`src/rtl/pic_pkg.sv`:
```
package pic_pkg;
  typedef enum logic [1:0] {
    PIC_A_STAT = 2'd0,
    PIC_A_MASK = 2'd1,
    PIC_A_SVC  = 2'd2,
    PIC_A_NONE = 2'd3
  } pic_addr_e;

  localparam int unsigned PIC_SVC_VLD_BIT = 8;
endpackage

```
`src/rtl/pic_evt_latch.sv`:
```
module pic_evt_latch #(
  parameter int unsigned N = 2
) (
  input  logic         clk,
  input  logic         rst_n,
  input  logic [N-1:0] set_i,
  input  logic [N-1:0] clr_i,
  output logic [N-1:0] q_o
);
  for (genvar g = 0; g < N; g++) begin : g_bit
    logic q;
    always_ff @(posedge clk or negedge rst_n) begin
      if (!rst_n)        q <= 1'b0;
      else if (set_i[g]) q <= 1'b1;
      else if (clr_i[g]) q <= 1'b0;
    end
    assign q_o[g] = q;


    set_wins_chk: assert property (@(posedge clk) disable iff (!rst_n)
      set_i[g] |=> q_o[g]);

    clr_only_chk: assert property (@(posedge clk) disable iff (!rst_n)
      (clr_i[g] && !set_i[g]) |=> !q_o[g]);
  end
endmodule

```
`src/rtl/pic_lowest.sv`:
```
module pic_lowest #(
  parameter int unsigned W  = 32,
  parameter int unsigned IW = $clog2(W)
) (
  input  logic [W-1:0]  vec_i,
  output logic [IW-1:0] idx_o,
  output logic          any_o
);
  always_comb begin
    idx_o = '0;
    for (int i = W - 1; i >= 0; i--) begin
      if (vec_i[i]) idx_o = IW'(i);
    end
  end
  assign any_o = |vec_i;
endmodule

```
`src/rtl/periph_irq_ctrl.sv`:
```
module periph_irq_ctrl #(
  parameter int unsigned NSRC     = 32,
  parameter int unsigned EVT_BASE = 10,
  parameter int unsigned N_EVT    = 2
) (
  input  logic             clk,
  input  logic             rst_n,
  input  logic [NSRC-1:0]  src_level_i,
  input  logic [N_EVT-1:0] evt_pulse_i,
  input  logic             wr_en_i,
  input  logic [1:0]       wr_addr_i,
  input  logic [NSRC-1:0]  wr_data_i,
  input  logic [1:0]       rd_addr_i,
  output logic [NSRC-1:0]  rd_data_o,
  output logic             irq_o,
  output logic             spurious_o
);
  import pic_pkg::*;
  localparam int unsigned IDXW = $clog2(NSRC);

  logic [NSRC-1:0]  mask_q, status, pend, svc_word;
  logic [N_EVT-1:0] evt_q, evt_clr;
  logic [IDXW-1:0]  sel_idx;
  logic             sel_any, irq_q;

  always_ff @(posedge clk or negedge rst_n) begin
    if (!rst_n) mask_q <= '0;
    else if (wr_en_i && wr_addr_i == PIC_A_MASK) mask_q <= wr_data_i;
  end

  assign evt_clr = (wr_en_i && wr_addr_i == PIC_A_STAT) ?
                   wr_data_i[EVT_BASE +: N_EVT] : '0;

  pic_evt_latch #(.N(N_EVT)) u_evt (
    .clk(clk), .rst_n(rst_n), .set_i(evt_pulse_i), .clr_i(evt_clr), .q_o(evt_q)
  );

  always_comb begin
    status = src_level_i;
    status[EVT_BASE +: N_EVT] = evt_q;
  end

  assign pend = status & mask_q;

  pic_lowest #(.W(NSRC), .IW(IDXW)) u_sel (
    .vec_i(pend), .idx_o(sel_idx), .any_o(sel_any)
  );

  always_ff @(posedge clk or negedge rst_n) begin
    if (!rst_n) irq_q <= 1'b0;
    else        irq_q <= sel_any;
  end

  assign irq_o      = irq_q;
  assign spurious_o = irq_q & ~sel_any;

  always_comb begin
    svc_word = '0;
    svc_word[IDXW-1:0] = sel_idx;
    svc_word[PIC_SVC_VLD_BIT] = sel_any;
  end

  always_comb begin
    case (rd_addr_i)
      PIC_A_STAT: rd_data_o = status;
      PIC_A_MASK: rd_data_o = mask_q;
      PIC_A_SVC:  rd_data_o = svc_word;
      default:    rd_data_o = '0;
    endcase
  end


  mask_load_chk: assert property (@(posedge clk) disable iff (!rst_n)
    (wr_en_i && wr_addr_i == PIC_A_MASK) |=> mask_q == $past(wr_data_i));

  irq_rise_chk: assert property (@(posedge clk) disable iff (!rst_n)
    (|(status & mask_q)) |=> irq_o);

  irq_fall_chk: assert property (@(posedge clk) disable iff (!rst_n)
    !(|(status & mask_q)) |=> !irq_o);

  sel_hit_chk: assert property (@(posedge clk) disable iff (!rst_n)
    sel_any |-> (pend[sel_idx] && ((pend & ((NSRC'(1) << sel_idx) - NSRC'(1))) == '0)));

  spur_empty_chk: assert property (@(posedge clk) disable iff (!rst_n)
    spurious_o |-> (irq_o && (status & mask_q) == '0));
endmodule

```
`config.mk`:
```
export PLATFORM = sky130hd
export DESIGN_NAME = periph_irq_ctrl
export DESIGN_NICKNAME = d
export VERILOG_FILES = /design/src/rtl/pic_pkg.sv /design/src/rtl/pic_evt_latch.sv /design/src/rtl/pic_lowest.sv /design/src/rtl/periph_irq_ctrl.sv
export SDC_FILE = /design/constraint.sdc
export NUM_CORES = 1
export LEC_CHECK = 0
export BUFFER_PORTS_ARGS = -buffer_cell sky130_fd_sc_hd__buf_2
export CAP_MARGIN = 10
export CORE_AREA = 2 2 107 57
export DETAILED_ROUTE_END_ITERATION = 8
export DIE_AREA = 0 0 109 59
export PLACE_DENSITY = 0.8
export SYNTH_ARGS = -nofsm -noshare
export SYNTH_HDL_FRONTEND = slang
export SYNTH_SLANG_ARGS = --single-unit
```
`constraint.sdc`:
```
create_clock -name clk -period 1.95 [get_ports clk]
set_input_delay 0.0975 -clock clk [delete_from_list [all_inputs] [get_ports clk]]
set_output_delay 0.0975 -clock clk [all_outputs]
set_load 0.01 [all_outputs]
```
==> impl_results.md, run 1 <==
- Detailed-route wire length: 7320 microns
- Worst path arrival time: 1.94 ns
- Core area: 5400 sq um
- Final Cycle Share: 104%
- Clock Tree Root: clkbuf_8
- CTS tree: built
- Wire length on met1: 3140 microns
- Logic pwr share: 37.4%
- Syn Std Cell Area: 2400 sq um
- DR vias: 2445
- Die W: 109 microns
- Worst slew margin: 46.6%
- Yosys warning count: 0
- Kind of critical path: reg -> out
- EDFF count, synth: 0
- Cell variety after synth: 41
- Max_cap viols: 0
- Layout fillers: 457
- Row cnt: 19
- Met3 Wirelength: 369 microns
- Clk Latency, worst-skew pair: 0.29 ns
- Post-synth top area share: 36.4%
- Leak: 1.64 nW
- Wirelength per Cell: 16.6 microns
- Sw Ratio: 33.2%
- IO buf count: 104
- Worst-case clock buffer depth: 2
- Final Power: 2.66 mW
- Met2 WL: 3710 microns
- Yosys top cell by area: dfrtp_1
- Worst hold start: wr_data_i[20]
- Sequential power share: 37.1%
- Register clock-pin slew on the reported worst setup and hold paths: 0.07 ns
- Final instance area: 3350 sq um
- Die ar.: 6430 sq um
- Commonest cells post-synth: dfrtp_1 (35), mux2_2 (33), mux2i_1 (30), nor2_1 (30), nand2_1 (29)
- Setup crit start kind: register
- Vias in the first global route: 2358
- Starting Density: 44.6%
- Slew Viols, Final: 0
- Final antenna-violating net count: 0
- Max VDD drop: 0.000392 V
- Crit Path Max Fanout: 3
- Pint: 1.78 mW
- Yosys reg bits: 35
- Synth Flop Type: dfrtp_1
- Worst Setup SP: mask_q[23]$_DFFE_PN0P_
- Area grow syn2layout: 39.1%
- Worst hold path class: in -> reg
- Synth async-reset ratio: 100%
- Clock network fraction of total power: 25.5%
- Initial antenna violation count: 0
- First-pass GRT wire length: 11300 microns
- Nets: 439
- Clk sinks: 35
- Worst R2R Start: mask_q[23]$_DFFE_PN0P_
- DP Area: 3000 sq um
- CP Capture Type: primary output
- Largest cells by area after synthesis: dfrtp_1 (36%), mux2_2 (15%), mux2i_1 (12%)
- Count leader, synth: dfrtp_1
- DR DRC count: 0
- Setup-failing EPs final: 5
- Num CTS Buffers: 5
- Syn avg cell area: 9.90 sq um
- RSZ-0062 raised after global routing: yes
- Outcome: complete, but fails checks
- Final critical-path required period: 2.04 ns
- Power density over cell area: 796 nW/um^2
- Post-synth net total: 316
- Largest net degree at the start of global routing: 36
- Die height: 59 microns
- Remaining Overflow, GRT: 0
- Pin slew with the least headroom to its limit: 0.802 ns
- Clock skew: 0.00464 ns
- Share of layout cells above drive strength 1: 50.7%
- Worst Slack Setup Final: -0.0860 ns
- Seq. cell area: 878 sq um
- ANT cells: 0
- Final hold vios: 0
- Failing checks: negative setup slack
- DRT iter0 DRCs: 121
- Psw: 0.885 mW
- Top sig layer: met4
- Post-synthesis sequential area ratio: 36.4%
- GRT Overall Usage: 22.5%
- Multi-input gate area: 1550 sq um
- Vias per cell: 5.56
- CP required: 1.85 ns
- Dpl hpwl: 5310 microns
- I/O pin cnt: 107
- 1st-pass router iterations: 4
- Post-Syn Instances: 243
- RePlAce Congestion: 0.855
- Fmax: 0.491 GHz
- # H-tree levels: 2
==> registers in the layout, indices dropped and copies added, names as in the netlist <==
register and flops:
mask_q 32, u_evt.g_bit.q 2, irq_o 1
==> layer usage <==
layer  global-route usage (%)  vias up
li1                         -     1157
met1                     29.0     1197
met2                     38.8       78
met3                     5.16       13
met4                     5.68        0
met5                        0        -
==> cells by family (layout without fill, tap and decap cells) <==
kind of cell           count (synthesis)  in the layout  synth area share (%)
flip-flops                            35             35                  36.4
buffers and inverters                 13            137                  2.19
multiplexers                          63             63                  27.9
AND/OR/NAND/NOR                       85             85                  17.6
AO/OA/AOI/OAI                         47             47                  15.8
==> area by class of cell <==
type,instances,share of cell area [%]
Inverter,2,0.224
Clock buffer,6,2.47
Multi-Input combinational cell,195,46.3
Clock inverter,2,1.05
Timing Repair Buffer,127,20.9
Tap cell,73,2.73
Sequential cell,35,26.3
==> per-stage QoR <==
step                      setup slack (ns)  utilization [%]  std cells  setup TNS (ns)  hold WS [ns]
after floorplan                      0.331                -        243               0        -0.198
after global routing                -0.221             62.0        440          -0.725        0.0306
after CTS                          -0.0773             61.1        439          -0.154        0.0330
final                              -0.0860             62.0        440          -0.250        0.0365
after global placement               0.127             55.6        413               0         0.204
after detailed placement             0.109             55.6        413               0         0.227
==> worst paths after layout <==
path | slack, ns | end | cells after the start
max in group asynchronous | 0.92 | mask_q[29]$_DFFE_PN0P_ | 2
hold / removal | 0.04 | mask_q[20]$_DFFE_PN0P_ | 2
hold reg to reg | 0.54 | mask_q[7]$_DFFE_PN0P_ | 1
setup reg to reg | 0.40 | irq_o$_DFF_PN0_ | 5
min in group asynchronous | 0.46 | mask_q[13]$_DFFE_PN0P_ | 2
setup / recovery | -0.09 | spurious_o | 6
==> critical path: stages (launching register included) <==
cell and delay [ns]:
dfrtp_1 0.41, a22o_4 0.28, nor4_4 0.31, nand3_2 0.15, nor4_4 0.22, and2_1 0.17
buf_2 0.12
==> power by group through the flow <==
stage,Clock [mW],Combinational [mW],Sequential (mW)
finish,0.678,0.997,0.988
global route,0.721,1.07,1.01
CTS,0.688,0.951,0.975
detailed placement,0,0.809,1.00
global placement,0,0.788,0.992
floorplan,0,0.547,0.965
==> what timing repair did <==
action                                  CTS  global route
hold buffers                              3             0
resized for setup                        11             6
pin swaps                                11             8
endpoints found under the setup margin    4             7
hold endpoints to repair                 37             0
setup buffers                            15             1
==> cells in the final DEF (no fill, tap or decap), types with 4 or more instances in the layout <==
master    instances
a21oi_1           5
nand2_1          29
a22o_1            5
mux2_2           33
nor2_1           30
buf_4            20
buf_2           104
dfrtp_1          33
mux2i_1          30
and2_1            4
clkbuf_8          6
nand3_1           9
a22o_4            4
No activity file was read; power rests on OpenSTA's default activity.
==> run 2: changes to the inputs <==
--- a/config.mk
+++ b/config.mk
@@ -11,6 +11,7 @@
 export DETAILED_ROUTE_END_ITERATION = 8
 export DIE_AREA = 0 0 109 59
 export PLACE_DENSITY = 0.8
+export SLEW_MARGIN = 5
 export SYNTH_ARGS = -nofsm -noshare
 export SYNTH_HDL_FRONTEND = slang
 export SYNTH_SLANG_ARGS = --single-unit
==> constraint.sdc (replaced) <==
create_clock -name clk -period 1.95 [get_ports clk]
set_input_delay 0 -clock clk [delete_from_list [all_inputs] [get_ports clk]]
set_output_delay 0 -clock clk [all_outputs]
set_load 0.01 [all_outputs]
==> run 2 against run 1 <==
Net effect: the flow now finishes without violations; clock power up 0.7%; total power increased by 0.49%; die area stayed put; register-to-register slack hardly changed; first-iteration DRC count is 18% higher; critical path depth unchanged; largest power group is now sequential cells.
==> impl_results.md, run 2 (synthesized netlist as in run 1, its figures left out) <==
- DRT iter0 DRCs: 143 (+18%)
- Register clock-pin slew on the reported worst setup and hold paths: 0.07 ns (about the same)
- Clock network fraction of total power: 25.5% (about the same)
- Core area: 5400 sq um (unchanged)
- CP required: 1.95 ns (+0.10 ns)
- Die ar.: 6430 sq um (unchanged)
- Clock skew: 0.00442 ns (-0.000224 ns)
- Setup_tns: 0 ns (+0.250 ns)
- Worst hold path class: in -> reg
- Die W: 109 microns (unchanged)
- Worst-case clock buffer depth: 2 (unchanged)
- Largest net degree at the start of global routing: 36 (unchanged)
- I/O pin cnt: 107 (unchanged)
- Die height: 59 microns (unchanged)
- Worst hold slack: 0.0664 ns (+0.0299 ns)
- Sw Ratio: 33.3% (+0.10 points)
- Biggest register: mask_q
- Max_cap viols: 0 (unchanged)
- Wirelength per Cell: 16.7 microns (+0.42%)
- Setup crit start kind: register
- # H-tree levels: 2 (unchanged)
- Final Power: 2.68 mW (+0.49%)
- Clk Latency, worst-skew pair: 0.29 ns (about the same)
- Pin slew with the least headroom to its limit: 0.850 ns (+0.0486 ns)
- Worst slew margin: 43.3% (-3.2 points)
- 1st-pass router iterations: 5 (+1)
- Final Cycle Share: 99.9% (-4.5 points)
- RePlAce Congestion: 0.865 (+1.3%)
- Psw: 0.892 mW (+0.80%)
- Sequential power share: 37.5% (+0.4 points)
- CP Capture Type: primary output
- Vias per cell: 5.53 (-0.42%)
- DR DRC count: 0 (unchanged)
- Max VDD drop: 0.000357 V (-8.9%)
- Outcome: complete, no violations
- Nets: 464 (+5.7%)
- Starting Density: 44.6% (unchanged)
- GRT Overall Usage: 23.0% (+0.46 points)
- Worst path arrival time: 1.95 ns (about the same)
- ANT cells: 0 (unchanged)
- IO buf count: 104 (unchanged)
- First-pass GRT wire length: 11400 microns (+1.4%)
- Final hold vios: 0 (unchanged)
- Area grow syn2layout: 50.4%
- Share of layout cells above drive strength 1: 45.2% (-5.5 points)
- Leak: 1.75 nW (+6.3%)
- Most frequent cells in the layout: buf_2 (104), dlygate4sd3_1 (35), mux2_2 (33), dfrtp_1 (33)
- Detailed-route wire length: 7760 microns (+6.1%)
- Final antenna-violating net count: 0 (unchanged)
- Vias in the first global route: 2405 (+2.0%)
- Kind of critical path: reg -> out
- Power density over cell area: 740 nW/um^2 (-7.0%)
- Commonest non-fill, non-tap cell in the layout: buf_2
- Slew Viols, Final: 0 (unchanged)
- Layout fillers: 402 (-12%)
- Num CTS Buffers: 5 (unchanged)
- Crit Path Max Fanout: 3 (unchanged)
- Clock Tree Root: clkbuf_8
- Dpl hpwl: 5250 microns (-1.2%)
- Setup-failing EPs final: 0 (-5)
- Max FFs per register: 32 (unchanged)
- Row cnt: 19 (unchanged)
- Logic pwr share: 37.0% (-0.4 points)
- Fmax: 0.513 GHz (+4.5%)
- CTS tree: built
- DR vias: 2573 (+5.2%)
- RSZ-0062 raised after global routing: yes
- Pint: 1.78 mW (+0.33%)
- Remaining Overflow, GRT: 0 (unchanged)
- Final critical-path required period: 1.95 ns (-0.0883 ns)
- Clk sinks: 35 (unchanged)
- Initial antenna violation count: 0 (unchanged)
run 2: cell count changes in the layout (fill, tap and decap cells not counted):
cell           change
buf_4              -7
a22o_1             -1
a22oi_2            -1
a21oi_1            +1
o31ai_2            -1
a21oi_4            +1
a22o_4             +1
o31ai_1            +1
o21ai_0            +2
a22oi_1            +1
a21oi_2            -2
dlygate4sd3_1     +32
o21ai_1            -2
run 2: per-stage QoR:
| stage | area [sq um] | util (%) | instances | setup slack (ns) |
|---|---|---|---|---|
| 2_1_floorplan | 2400 | - | 243 | 0.429 |
| 3_5_place_dp | 3000 | 55.6 | 413 | 0.175 |
| 5_1_grt | 3620 | 67.0 | 465 | -0.142 |
| 6_report | 3620 | 67.0 | 465 | 0.00235 |
| 4_1_cts | 3530 | 65.4 | 459 | -0.0271 |
| 3_3_place_gp | 3000 | 55.6 | 413 | 0.221 |
run 2: area by class of cell:
class                   count  area, sq um  share of cell area (%)
clock buffers               6         82.6                    2.28
flip-flops and latches     35          878                    24.3
inverters                   2         7.51                   0.208
repair buffers            152          968                    26.8
well taps                  73         91.3                    2.53
clock inverters             2         35.0                   0.969
multi-input cells         195         1550                    42.9
run 2: layer usage:
layer	part of all wire, %	track usage, %	vias up
li1	-	-	1205
met4	2.3	4.95	0
met3	6.8	4.07	23
met1	42	30.0	1238
met5	0	0	-
met2	49	40.5	107
run 2: power by group through the flow:
stage               registers (mW)  logic [mW]  clock network [mW]
floorplan                    0.965       0.547                   0
CTS                          0.994       0.902               0.698
global placement             0.991       0.787                   0
detailed placement            1.00       0.809                   0
finish                        1.00       0.989               0.683
global route                  1.02        1.06               0.726
run 2: repair_timing:
item,4_1_cts,5_1_grt
pin swaps,6,6
resized for setup,6,9
endpoints found under the setup margin,4,5
hold buffers,35,0
gates cloned,0,0
buffers inserted,3,6
endpoints found under the hold margin,69,0
run 2: path summary, 6_finish.rpt:
check                                       startpoint                            to  slack (ns)  cells after the start
worst max-delay path            mask_q[19]$_DFFE_PN0P_                    spurious_o       0.002                      6
worst min-delay path                      wr_addr_i[1]  u_evt.g_bit[1].q$_DFFE_PN0P_        0.07                      4
min in group asynchronous                        rst_n  u_evt.g_bit[1].q$_DFFE_PN0P_        0.37                      2
max in group asynchronous                        rst_n        mask_q[28]$_DFFE_PN0P_        0.98                      2
worst min register to register   mask_q[6]$_DFFE_PN0P_         mask_q[6]$_DFFE_PN0P_        0.54                      1
worst max register to register  mask_q[19]$_DFFE_PN0P_               irq_o$_DFF_PN0_        0.40                      5
run 2: critical path: stages, from the launching register on:
cell and delay [ns]:
dfrtp_1 0.42, a22o_4 0.29, nor4_4 0.30, nand3_2 0.14, nor4_4 0.21, and2_1 0.17
buf_2 0.12
